===== config.mk =====
export PLATFORM = sky130hd
export DESIGN_NAME = alsu_unit
export DESIGN_NICKNAME = d
export VERILOG_FILES = /design/src/rtl/alsu_pkg.sv /design/src/rtl/alsu_arith.sv /design/src/rtl/alsu_logic.sv /design/src/rtl/alsu_shift.sv /design/src/rtl/alsu_unit.sv
export SDC_FILE = /design/constraint.sdc
export NUM_CORES = 1
export LEC_CHECK = 0
export ABC_AREA = 1
export BUFFER_PORTS_ARGS = -buffer_cell sky130_fd_sc_hd__buf_4
export CAP_MARGIN = 20
export CORE_UTILIZATION = 52
export CTS_BUF_LIST = sky130_fd_sc_hd__clkbuf_2 sky130_fd_sc_hd__clkbuf_4 sky130_fd_sc_hd__clkbuf_8
export DETAILED_ROUTE_END_ITERATION = 8
export PLACE_DENSITY = 0.79
export SYNTH_ARGS = -nofsm -noshare
export SYNTH_HDL_FRONTEND = slang
export SYNTH_SLANG_ARGS = --single-unit

===== constraint.sdc =====
create_clock -name clk -period 5.5 [get_ports clk]
set_clock_uncertainty 0.2 [all_clocks]
set_input_delay 1.1 -clock clk [delete_from_list [all_inputs] [get_ports clk]]
set_output_delay 1.1 -clock clk [all_outputs]
set_load 0.02 [all_outputs]

===== src/rtl/alsu_pkg.sv =====
// Package: shared function codes for the micro-operation unit.
// Assumes: 4-bit code; the two low bits of the logic group select the gate.
package alsu_pkg;

    typedef enum logic [3:0] {
        FN_ADD  = 4'd0,
        FN_SUB  = 4'd1,
        FN_INC  = 4'd2,
        FN_DEC  = 4'd3,
        FN_AND  = 4'd4,
        FN_OR   = 4'd5,
        FN_XOR  = 4'd6,
        FN_NOTA = 4'd7,
        FN_SHL  = 4'd8,
        FN_SHR  = 4'd9,
        FN_ROL  = 4'd10,
        FN_ROR  = 4'd11,
        FN_ASHL = 4'd12,
        FN_ASHR = 4'd13,
        FN_RSV0 = 4'd14,
        FN_RSV1 = 4'd15
    } alsu_func_e;

    localparam int unsigned FUNC_W = 4;

endpackage


===== src/rtl/alsu_arith.sv =====
// Arithmetic stage: one ripple chain of full adders serves add, subtract,
// increment and decrement. The B word is replaced or inverted and a
// carry-in is chosen per operation.
// Assumes: op_code[1:0] holds 0=add, 1=sub, 2=inc, 3=dec.
module alsu_arith #(
    parameter int unsigned WIDTH = 8
) (
    input  logic [1:0]       op_code,
    input  logic [WIDTH-1:0] a_in,
    input  logic [WIDTH-1:0] b_in,
    output logic [WIDTH-1:0] sum_out,
    output logic             cy_out
);

    logic [WIDTH-1:0] b_eff;
    logic             c_in;
    logic [WIDTH:0]   chain;

    // Choose the second addend and the carry-in for the requested operation.
    always_comb begin
        unique case (op_code)
            2'd0: begin b_eff = b_in;                    c_in = 1'b0; end
            2'd1: begin b_eff = b_in ^ {WIDTH{1'b1}};    c_in = 1'b1; end
            2'd2: begin b_eff = '0;                      c_in = 1'b1; end
            default: begin b_eff = {WIDTH{1'b1}};        c_in = 1'b0; end
        endcase
    end

    assign chain[0] = c_in;

    genvar gi;
    generate
        for (gi = 0; gi < WIDTH; gi++) begin : g_fa
            assign sum_out[gi]  = a_in[gi] ^ b_eff[gi] ^ chain[gi];
            assign chain[gi+1]  = (a_in[gi] & b_eff[gi]) |
                                  (chain[gi] & (a_in[gi] ^ b_eff[gi]));
        end
    endgenerate

    assign cy_out = chain[WIDTH];

endmodule


===== src/rtl/alsu_logic.sv =====
// Logic stage: per-bit AND, OR, XOR and complement of A, picked by a 2-bit code.
// Assumes: 0=AND, 1=OR, 2=XOR, 3=NOT A.
module alsu_logic #(
    parameter int unsigned WIDTH = 8
) (
    input  logic [1:0]       gate_sel,
    input  logic [WIDTH-1:0] a_in,
    input  logic [WIDTH-1:0] b_in,
    output logic [WIDTH-1:0] bits_out
);

    genvar gi;
    generate
        for (gi = 0; gi < WIDTH; gi++) begin : g_bit
            // One bit slice: four gates feeding a 4-to-1 selector.
            always_comb begin
                unique case (gate_sel)
                    2'd0:    bits_out[gi] = a_in[gi] & b_in[gi];
                    2'd1:    bits_out[gi] = a_in[gi] | b_in[gi];
                    2'd2:    bits_out[gi] = a_in[gi] ^ b_in[gi];
                    default: bits_out[gi] = ~a_in[gi];
                endcase
            end
        end
    endgenerate

endmodule


===== src/rtl/alsu_shift.sv =====
// Shift stage: single-place logical, circular and arithmetic shifts of A.
// It also raises a sign-change flag for the arithmetic left shift.
// Assumes: WIDTH >= 2; shift_sel 0..5 = shl, shr, rol, ror, ashl, ashr.
module alsu_shift #(
    parameter int unsigned WIDTH = 8
) (
    input  logic [2:0]       shift_sel,
    input  logic [WIDTH-1:0] a_in,
    output logic [WIDTH-1:0] shifted,
    output logic             sign_flip
);

    localparam int unsigned MSB = WIDTH - 1;

    // Form the shifted word for the selected kind of shift.
    always_comb begin
        unique case (shift_sel)
            3'd0, 3'd4: shifted = {a_in[MSB-1:0], 1'b0};
            3'd1:       shifted = {1'b0, a_in[MSB:1]};
            3'd2:       shifted = {a_in[MSB-1:0], a_in[MSB]};
            3'd3:       shifted = {a_in[0], a_in[MSB:1]};
            3'd5:       shifted = {a_in[MSB], a_in[MSB:1]};
            default:    shifted = '0;
        endcase
    end

    // Flag a sign change that an arithmetic left shift would cause.
    always_comb begin
        sign_flip = (shift_sel == 3'd4) && (a_in[MSB] != a_in[MSB-1]);
    end

endmodule


===== src/rtl/alsu_unit.sv =====
// Top: decodes the function code, routes it to the arithmetic, logic and
// shift stages, and registers result, carry and shift-overflow flag.
// Assumes: synchronous active-low reset; one operation per clock.
module alsu_unit #(
    parameter int unsigned WIDTH = 8
) (
    input  logic             clk,
    input  logic             rst_n,
    input  logic [3:0]       func_sel,
    input  logic [WIDTH-1:0] opnd_a,
    input  logic [WIDTH-1:0] opnd_b,
    output logic [WIDTH-1:0] result,
    output logic             carry_out,
    output logic             shift_ovf
);

    import alsu_pkg::*;

    alsu_func_e       fn;
    logic [WIDTH-1:0] arith_sum;
    logic             arith_cy;
    logic [WIDTH-1:0] logic_bits;
    logic [WIDTH-1:0] shift_bits;
    logic             shift_flip;
    logic [2:0]       shift_sel;
    logic [WIDTH-1:0] next_res;
    logic             next_cy;
    logic             next_ovf;

    assign fn        = alsu_func_e'(func_sel);
    assign shift_sel = func_sel[3] ? {func_sel[2], func_sel[1:0]} : 3'd7;

    alsu_arith #(.WIDTH(WIDTH)) arith_i (
        .op_code (func_sel[1:0]),
        .a_in    (opnd_a),
        .b_in    (opnd_b),
        .sum_out (arith_sum),
        .cy_out  (arith_cy)
    );

    alsu_logic #(.WIDTH(WIDTH)) logic_i (
        .gate_sel (func_sel[1:0]),
        .a_in     (opnd_a),
        .b_in     (opnd_b),
        .bits_out (logic_bits)
    );

    alsu_shift #(.WIDTH(WIDTH)) shift_i (
        .shift_sel (shift_sel),
        .a_in      (opnd_a),
        .shifted   (shift_bits),
        .sign_flip (shift_flip)
    );

    // Pick the stage output that matches the function group.
    always_comb begin
        next_res = '0;
        next_cy  = 1'b0;
        next_ovf = 1'b0;
        unique case (fn)
            FN_ADD, FN_SUB, FN_INC, FN_DEC: begin
                next_res = arith_sum;
                next_cy  = arith_cy;
            end
            FN_AND, FN_OR, FN_XOR, FN_NOTA: begin
                next_res = logic_bits;
            end
            FN_SHL, FN_SHR, FN_ROL, FN_ROR, FN_ASHL, FN_ASHR: begin
                next_res = shift_bits;
                next_ovf = shift_flip;
            end
            default: begin
                next_res = '0;
            end
        endcase
    end

    // Destination register: capture the selected outcome each clock.
    always_ff @(posedge clk) begin
        if (!rst_n) begin
            result    <= '0;
            carry_out <= 1'b0;
            shift_ovf <= 1'b0;
        end else begin
            result    <= next_res;
            carry_out <= next_cy;
            shift_ovf <= next_ovf;
        end
    end

endmodule


# Word-level counts from Yosys, hierarchy flattened
# Index checks and enable logic that the tools add are counted.
# W data, S select, Z words.
# totals
register_bits,10
output_inout_bits,10
elab_cells,121
inputBits,22
# classes
eq_ne,21
n_mux,13
n_reduce_logical,11
bitwise,73
# ops
operator,count
$pmux W8 S3,2
$pmux W8 S5,1
$and A1 B1 Y1,24
$eq A4 B4 Y1 const B,6
$pmux W1 S3,8
$xor A1 B1 Y1,24
$eq A4 B3 Y1 const B,4
$or A1 B1 Y1,16
$eq A4 B2 Y1 const B,2
$not A1 Y1,8
$not A8 Y8,1
$reduce_or A4 Y1,2
$eq A3 B2 Y1 const B,2
$eq A3 B3 Y1 const B,2
$reduce_or A6 Y1,1
$eq A4 B1 Y1 const B,1
$logic_not A4 Y1,1
$reduce_and A2 Y1,2
$reduce_or A2 Y1,2
$eq A3 B1 Y1 const B,1
$logic_not A3 Y1,1
$mux W3,1
$eq A2 B1 Y1 const B,1
$eq A2 B2 Y1 const B,1
other kinds (4),4

# Longest topological paths before layout
# Gate-level depths: netlist (run 1).
# depth
word_depth,19
ltp_mapped,18

# By module
# Synthesis (run 1) repeated with hierarchy kept, for this count alone.
# unflattened
cells_unflattened,257
hier_area_um2,1659.1
# by_module_without_submodules
module,cells_each,instances,area_per_inst_um2,seq_area_each_um2
alsu_logic,86,1,560.5,0.0
alsu_unit,70,1,480.5,200.2
alsu_arith,64,1,436.7,0.0
alsu_shift,37,1,181.4,0.0

# Least setup slack after synthesis (run 1)
# Ideal clock, no wire load.
# synth_path
kind,input port to flip-flop
start,in func_sel[0]
end,reg result[7]
setup_ns,0.066
t_required_ns,5.234
path_buffers,2
setup_slack_ns,0.255
arrival_time_ns,4.979
path_stages,18
path_cell_list,buf_2 -> inv_2 -> ha_1 -> buf_2 -> a21oi_1 -> o21ai_0 -> fa_1 -> fa_1 -> fa_1 -> fa_1 -> fa_1 -> inv_1 -> fa_1 -> fa_1 -> fa_1 -> nor2_1 -> nor2_1 -> a21oi_2
# synth_via
elab_chain_len,19
elab_cells_between_ends,64
classes_between,eq/ne (20); mux (6); bitwise (30); reduce/logical (8)
# synth_lines
item,line_no,text
from (decl),alsu_unit.sv:9,"input logic [3:0] func_sel,"
$eq A2 B2 Y1 (tied with other cells),"alsu_arith.sv:21, alsu_logic.sv:17",
$pmux W8 S3 or $reduce_or A2 Y1 (tied branches),-,
$xor A1 B1 Y1 or $mux W1 (tied branches),"alsu_arith.sv:36, alsu_arith.sv:21",
$and A1 B1 Y1,alsu_arith.sv:36,(chain[gi] & (a_in[gi] ^ b_eff[gi]));
$or A1 B1 Y1,alsu_arith.sv:35,assign chain[gi+1] = (a_in[gi] & b_eff[gi]) |
$and A1 B1 Y1,alsu_arith.sv:36,
$or A1 B1 Y1,alsu_arith.sv:35,
$and A1 B1 Y1,alsu_arith.sv:36,
[3 not listed],-,
$and A1 B1 Y1,alsu_arith.sv:36,
$or A1 B1 Y1,alsu_arith.sv:35,
$and A1 B1 Y1,alsu_arith.sv:36,
$or A1 B1 Y1,alsu_arith.sv:35,
$and A1 B1 Y1,alsu_arith.sv:36,
$or A1 B1 Y1,alsu_arith.sv:35,
$xor A1 B1 Y1,alsu_arith.sv:34,assign sum_out[gi] = a_in[gi] ^ b_eff[gi] ^ chain[gi];
$pmux W8 S3 *,alsu_unit.sv:60,unique case (fn)
to (signal assigned),alsu_unit.sv:85,result <= next_res;
to (decl),alsu_unit.sv:12,"output logic [WIDTH-1:0] result,"
# Mark *: on every way between the ends. The rest lies on a longest branch, timed or not.
# A chain may end at the register's enable or synchronous reset.

# Final worst setup path (run 1)
# Ends and elaborated chain as after synthesis.

==> impl_metrics.tcl, run 1 <==
set metrics [dict create \
    status "complete, but fails checks" \
    violations "DRC" \
    synth_top_cell_by_area "nand2_1" \
    area_growth_pct 18.1 \
    antenna_found_initial 0 \
    power_switching_mw 0.104 \
    seq_area_sq_um 200 \
    ys_top_cells_by_area "nand2_1, ha_1, dfxtp_1" \
    report.final.hold_viol_count 0 \
    pwr-share-seq_pct 28.8 \
    dr.pass1.iters 7 \
    num_antenna_cells 0 \
    postPlaceCellArea_sq_um 1820 \
    grt_overflow 0 \
    portBuffers 31 \
    critical-path-max-stage-delay_ns 0.42 \
    arrival_ns 4.97 \
    drc 9 \
    cpMaxStageDelayCell "fa_1" \
    ys_seq_area_share_pct 12.8 \
    p_sw_share_pct 38.2 \
    worst_hold_slack_ns 0.883 \
    grt_pass1_wl_um 5980 \
    max_freq_mhz 202 \
    cts_resized 0 \
    critPathLaunch "func_sel[0]" \
    path_clk_slew_ns 0.07 \
    combPwrFrac_pct 46.7 \
    max_cap_viol_count 0 \
    cts_setup_buffers 0 \
    netlist_instances 258 \
    vias_per_cell 4.99 \
    start_util_pct 55.9 \
    io_pins 32 \
    crit_chain "buf_4 > inv_2 > ha_1 > a21oi_1 > o21ai_0 > fa_1 > fa_1 > fa_1 > fa_1 > fa_1 > inv_1 > fa_1 > fa_1 > fa_1 > nor2_1 > nor2_1 > a21oi_2" \
    drt_iter0_markers 37 \
    syn_area_per_cell_sq_um 6.08 \
    whs_path_depth 3 \
    end_kind "flop" \
    ctsHoldBuffers 0 \
    crit_family "adder cells" \
    grt_usage_pct 23.6 \
    drv_slew 0 \
    dp_hpwl_um 2710 \
    wl_um 3510 \
    clockRootBuffer "clkbuf_4" \
    rsz0062_at_grt "no" \
    dp_slack_ns 0.273 \
    crit_fanout 12 \
    h-tree-depth 1 \
    fin_nets 340 \
    antenna_left 0 \
    cts_tree "yes" \
    drive_gt1_share_pct 17.0 \
    startpoint_type "input pin" \
    pwr-share-clk_pct 24.6 \
    cp_num_cells 17 \
    holdCritPathClass "input pin to flop" \
    synth_area_sq_um 1570 \
    yosysUniqueCellTypes 21 \
    post-route-min-period_ns 4.95 \
    cts_inserted_buffers 3 \
    worst_pin_slew_ns 0.461 \
    setup_ws_ns 0.547 \
    syn_nets 309 \
    wire_per_inst_um 11.0 \
    tns_ns 0 \
    relSlewSlack_pct 69.3 \
    crit_top_cell "fa_1" \
    die-width_um 56.9 \
    required_ns 5.52 \
    via_count 1592 \
    yosys_register_bits 10 \
    grt_pass1_vias 1381 \
    post-route-period-util_pct 90.1 \
    crit_path_end "result[7]" \
    netlist.area_leader.share_pct 20.6 \
    grt_max_degree 16 \
    power_density_nw_per_um2 147 \
    p_leak_nw 1.14 \
    core_area_sq_um 2810 \
    ir_drop_mv 0.0586 \
    core.rowCount 19 \
    design_area_sq_um 1850 \
    yosys_warnings 0 \
    die_y_um 56.9 \
    p_int_mw 0.168 \
    dieArea_sq_um 3240 \
    crit_type "input pin to flop" \
    clock_path_buffers 2 \
    clock-sinks 10 \
    finalSetupViolCount 0 \
    gp_congestion 0.875 \
    path_buf_inv 3 \
    fillerInstances 291 \
    multi_input_area_sq_um 1130 \
]
==> placed cells by master, fill, tap and decap left out <==
cell       n
clkbuf_4   3
clkbuf_8   1
inv_1     44
inv_2      7
o21ai_0    8
ha_1      21
dfxtp_1   10
nand3_1   23
a21oi_4    1
nor3_1     2
xnor2_1    1
a21oi_2    1
or2_1      2
buf_4     34
nor2_1    21
nand3_2    1
o21bai_1   1
a21oi_1    8
nand4_1    4
nor2_4     1
nand2_1   86
fa_1       8
==> logic make-up after synthesis <==
logic type      count (synthesis)  share of synthesized area (%)
fa+ha+maj                      29                           27.0
compound gates                 19                           7.18
flops                          10                           12.8
buf+inv                        59                           15.2
xor+xnor                        1                          0.559
simple gates                  140                           37.4
==> synth_stat cells <==
library cell,instances
ha_1,21
buf_2,7
a21oi_1,8
fa_1,8
o21ai_0,8
dfxtp_1,10
or2_1,2
nor2_1,21
nor3_1,2
inv_1,44
nor2_4,1
buf_6,1
nand3_2,1
xnor2_1,1
a21oi_4,1
o21bai_1,1
inv_2,7
nand4_1,4
a21oi_2,1
nand3_1,23
nand2_1,86
==> power by group through the flow <==
stage / Sequential, mW / Combinational (mW) / Clock, mW
2_1_floorplan: 0.0861 / 0.0762 / 0
3_3_place_gp: 0.0801 / 0.124 / 0
3_5_place_dp: 0.0801 / 0.126 / 0
4_1_cts: 0.0784 / 0.127 / 0.0667
5_1_grt: 0.0787 / 0.145 / 0.0721
6_report: 0.0783 / 0.127 / 0.0669
==> cell type report <==
type | instances | share of cell area, %
inverters | 51 | 10.3
flip-flops and latches | 10 | 10.8
repair buffers | 34 | 13.8
clock buffers | 4 | 1.96
well taps | 31 | 2.09
multi-input cells | 189 | 61.0
==> how the worst min path moves through the flow <==
stage                 from         to  slack [ns]
2_1_floorplan  func_sel[3]  shift_ovf        1.05
3_5_place_dp         rst_n  result[6]        1.17
3_3_place_gp         rst_n  result[1]        1.17
4_1_cts              rst_n  result[6]        0.89
5_1_grt              rst_n  result[6]        0.90
6_report             rst_n  result[6]        0.88
==> metal layers <==
layer  vias to the layer above  GRT usage [%]  wire [um]
met4                         0           7.32         27
li1                        840              -          -
met5                         -              0          0
met1                       690           31.2       1680
met2                        59           40.2       1590
met3                         3           2.76        209
==> state kept, by name, summed over array words and instances (netlist names) <==
name and flops:
carry_out 1, result 8, shift_ovf 1
==> stage by stage <==
stage	util (%)	total power, mW	instances
2_1_floorplan	-	0.162	258
3_3_place_gp	64.7	0.204	315
3_5_place_dp	64.7	0.206	315
4_1_cts	66.0	0.272	319
5_1_grt	66.0	0.296	319
6_report	66.0	0.272	319
No activity file was read; power rests on OpenSTA's default activity.
==> inputs of run 2 (changes only) <==
- CORE_UTILIZATION: 52 -> 57
- PLACE_DENSITY: 0.79 -> 0.82
- clock period: 5.5 -> 5.05 ns (I/O delays scaled with it)
==> impl_metrics.tcl, run 2 (same netlist as run 1, synthesis figures left out) <==
set metrics [dict create \
    dp_hpwl_um 2710 \
    power_density_nw_per_um2 158 \
    max_freq_mhz 210 \
    startpoint_type "input pin" \
    p_leak_nw 1.15 \
    grt_usage_pct 27.2 \
    ctsHoldBuffers 0 \
    antenna_left 0 \
    critical-path-max-stage-delay_ns 0.42 \
    portBuffers 31 \
    report.final.hold_viol_count 0 \
    largestRegisters "result: 8 flops, carry_out: 1 flops, shift_ovf: 1 flops" \
    crit_type "input pin to flop" \
    via_count 1570 \
    grt-busiest-layer "met2" \
    die_y_um 54.4 \
    end_kind "flop" \
    grt_pass1_vias 1325 \
    vias_per_cell 4.89 \
    dr.pass1.iters 4 \
    drc 0 \
    tns_ns 0 \
    max_cap_viol_count 0 \
    grt_overflow 0 \
    clock_path_buffers 2 \
    final_cell_mix "nand2_1, inv_1, buf_4, nand3_1, nor2_1" \
    cts_setup_buffers 0 \
    top_register "result" \
    final_util_pct 73.7 \
    use_met2_pct 45.1 \
    crit_chain "buf_4 > inv_2 > ha_2 > a21oi_1 > o21ai_1 > fa_1 > fa_1 > fa_1 > fa_1 > fa_1 > inv_1 > fa_1 > fa_1 > fa_1 > nor2_1 > nor2_1 > a21oi_2" \
    dieArea_sq_um 2960 \
    drv_slew 0 \
    fin_nets 343 \
    hold_path_startpoint "rst_n" \
    h-tree-depth 1 \
    fillerInstances 226 \
    core.rowCount 18 \
    crit_fanout 12 \
    arrival_ns 4.76 \
    finalNonFillerCells 321 \
    cpMaxStageDelayCell "fa_1" \
    clock-sinks 10 \
    core_area_sq_um 2540 \
    largest_reg_flops 8 \
    dp.cells 317 \
    grt.met1_usage_pct 37.5 \
    crit_path_end "result[7]" \
    start_util_pct 61.6 \
    cts_resized 0 \
    finalSetupViolCount 0 \
    antenna_found_initial 0 \
    worst_pin_slew_ns 0.432 \
    post-route-min-period_ns 4.75 \
    gp_congestion 0.869 \
    ir_drop_mv 0.159 \
    io_pins 32 \
    drive_gt1_share_pct 18.2 \
    status "finished clean" \
    gr-usage-met3_pct 1.67 \
    cts_inserted_buffers 3 \
    grt_pass1_wl_um 5800 \
    crit_top_cell "fa_1" \
    die-width_um 54.4 \
    critPathLaunch "func_sel[0]" \
    rsz0062_at_grt "no" \
    wl_um 3520 \
    relSlewSlack_pct 71.2 \
    wire_per_inst_um 11.0 \
    post-route-period-util_pct 94.1 \
    path_clk_slew_ns 0.06 \
    area_growth_pct 19.6 \
    holdCritPathClass "input pin to flop" \
    grt_max_degree 16 \
    num_antenna_cells 0 \
    drt_iter0_markers 32 \
    clockRootBuffer "clkbuf_4" \
    required_ns 5.06 \
    final_common_cell "nand2_1" \
    cts_tree "yes" \
]
-- run 2: cell type report --
| type | count | area, sq um | area share (%) |
|---|---|---|---|
| inverter | 51 | 191 | 10.2 |
| multi-input combinational | 189 | 1130 | 60.4 |
| sequential | 10 | 200 | 10.7 |
| timing repair buffer | 37 | 278 | 14.8 |
| clock buffer | 4 | 36.3 | 1.93 |
| tap | 30 | 37.5 | 2.00 |
-- run 2: critical path: cells and delay by family --
kind / cells / cell delay [ns]
AO/OA/AOI/OAI: 3 / 0.31
adder cells (fa/ha/maj): 9 / 2.95
AND/OR/NAND/NOR: 2 / 0.19
buffers and inverters: 3 / 0.29
-- run 2: per-stage QoR --
stage	setup slack, ns	total power, mW	cell area, sq um	hold slack (ns)
2_1_floorplan	0.0241	0.177	1570	0.957
3_5_place_dp	0.0122	0.228	1840	1.07
4_1_cts	0.302	0.298	1880	0.796
5_1_grt	0.142	0.323	1880	0.807
3_3_place_gp	0.115	0.224	1840	1.07
6_report	0.296	0.297	1880	0.800
-- run 2: power by group --
group	total, mW	switching (mW)	internal (mW)
clock	0.0705	0.0267	0.0438
combinational	0.141	0.0839	0.0575
sequential	0.0852	0.00121	0.0840
total	0.297	0.112	0.185
-- run 2: worst min path at each step --
stage          slack, ns  depth (start not counted)        end
3_5_place_dp        1.07                          3  result[1]
5_1_grt             0.81                          3  result[4]
2_1_floorplan       0.96                          2  shift_ovf
3_3_place_gp        1.07                          3  result[4]
6_report            0.80                          3  result[1]
4_1_cts             0.80                          3  result[1]
-- run 2: layer usage --
metal | vias to the layer above | routed length (um)
met5 | - | 0
met3 | 5 | 172
met2 | 52 | 1640
met4 | 0 | 32
li1 | 845 | -
met1 | 668 | 1680
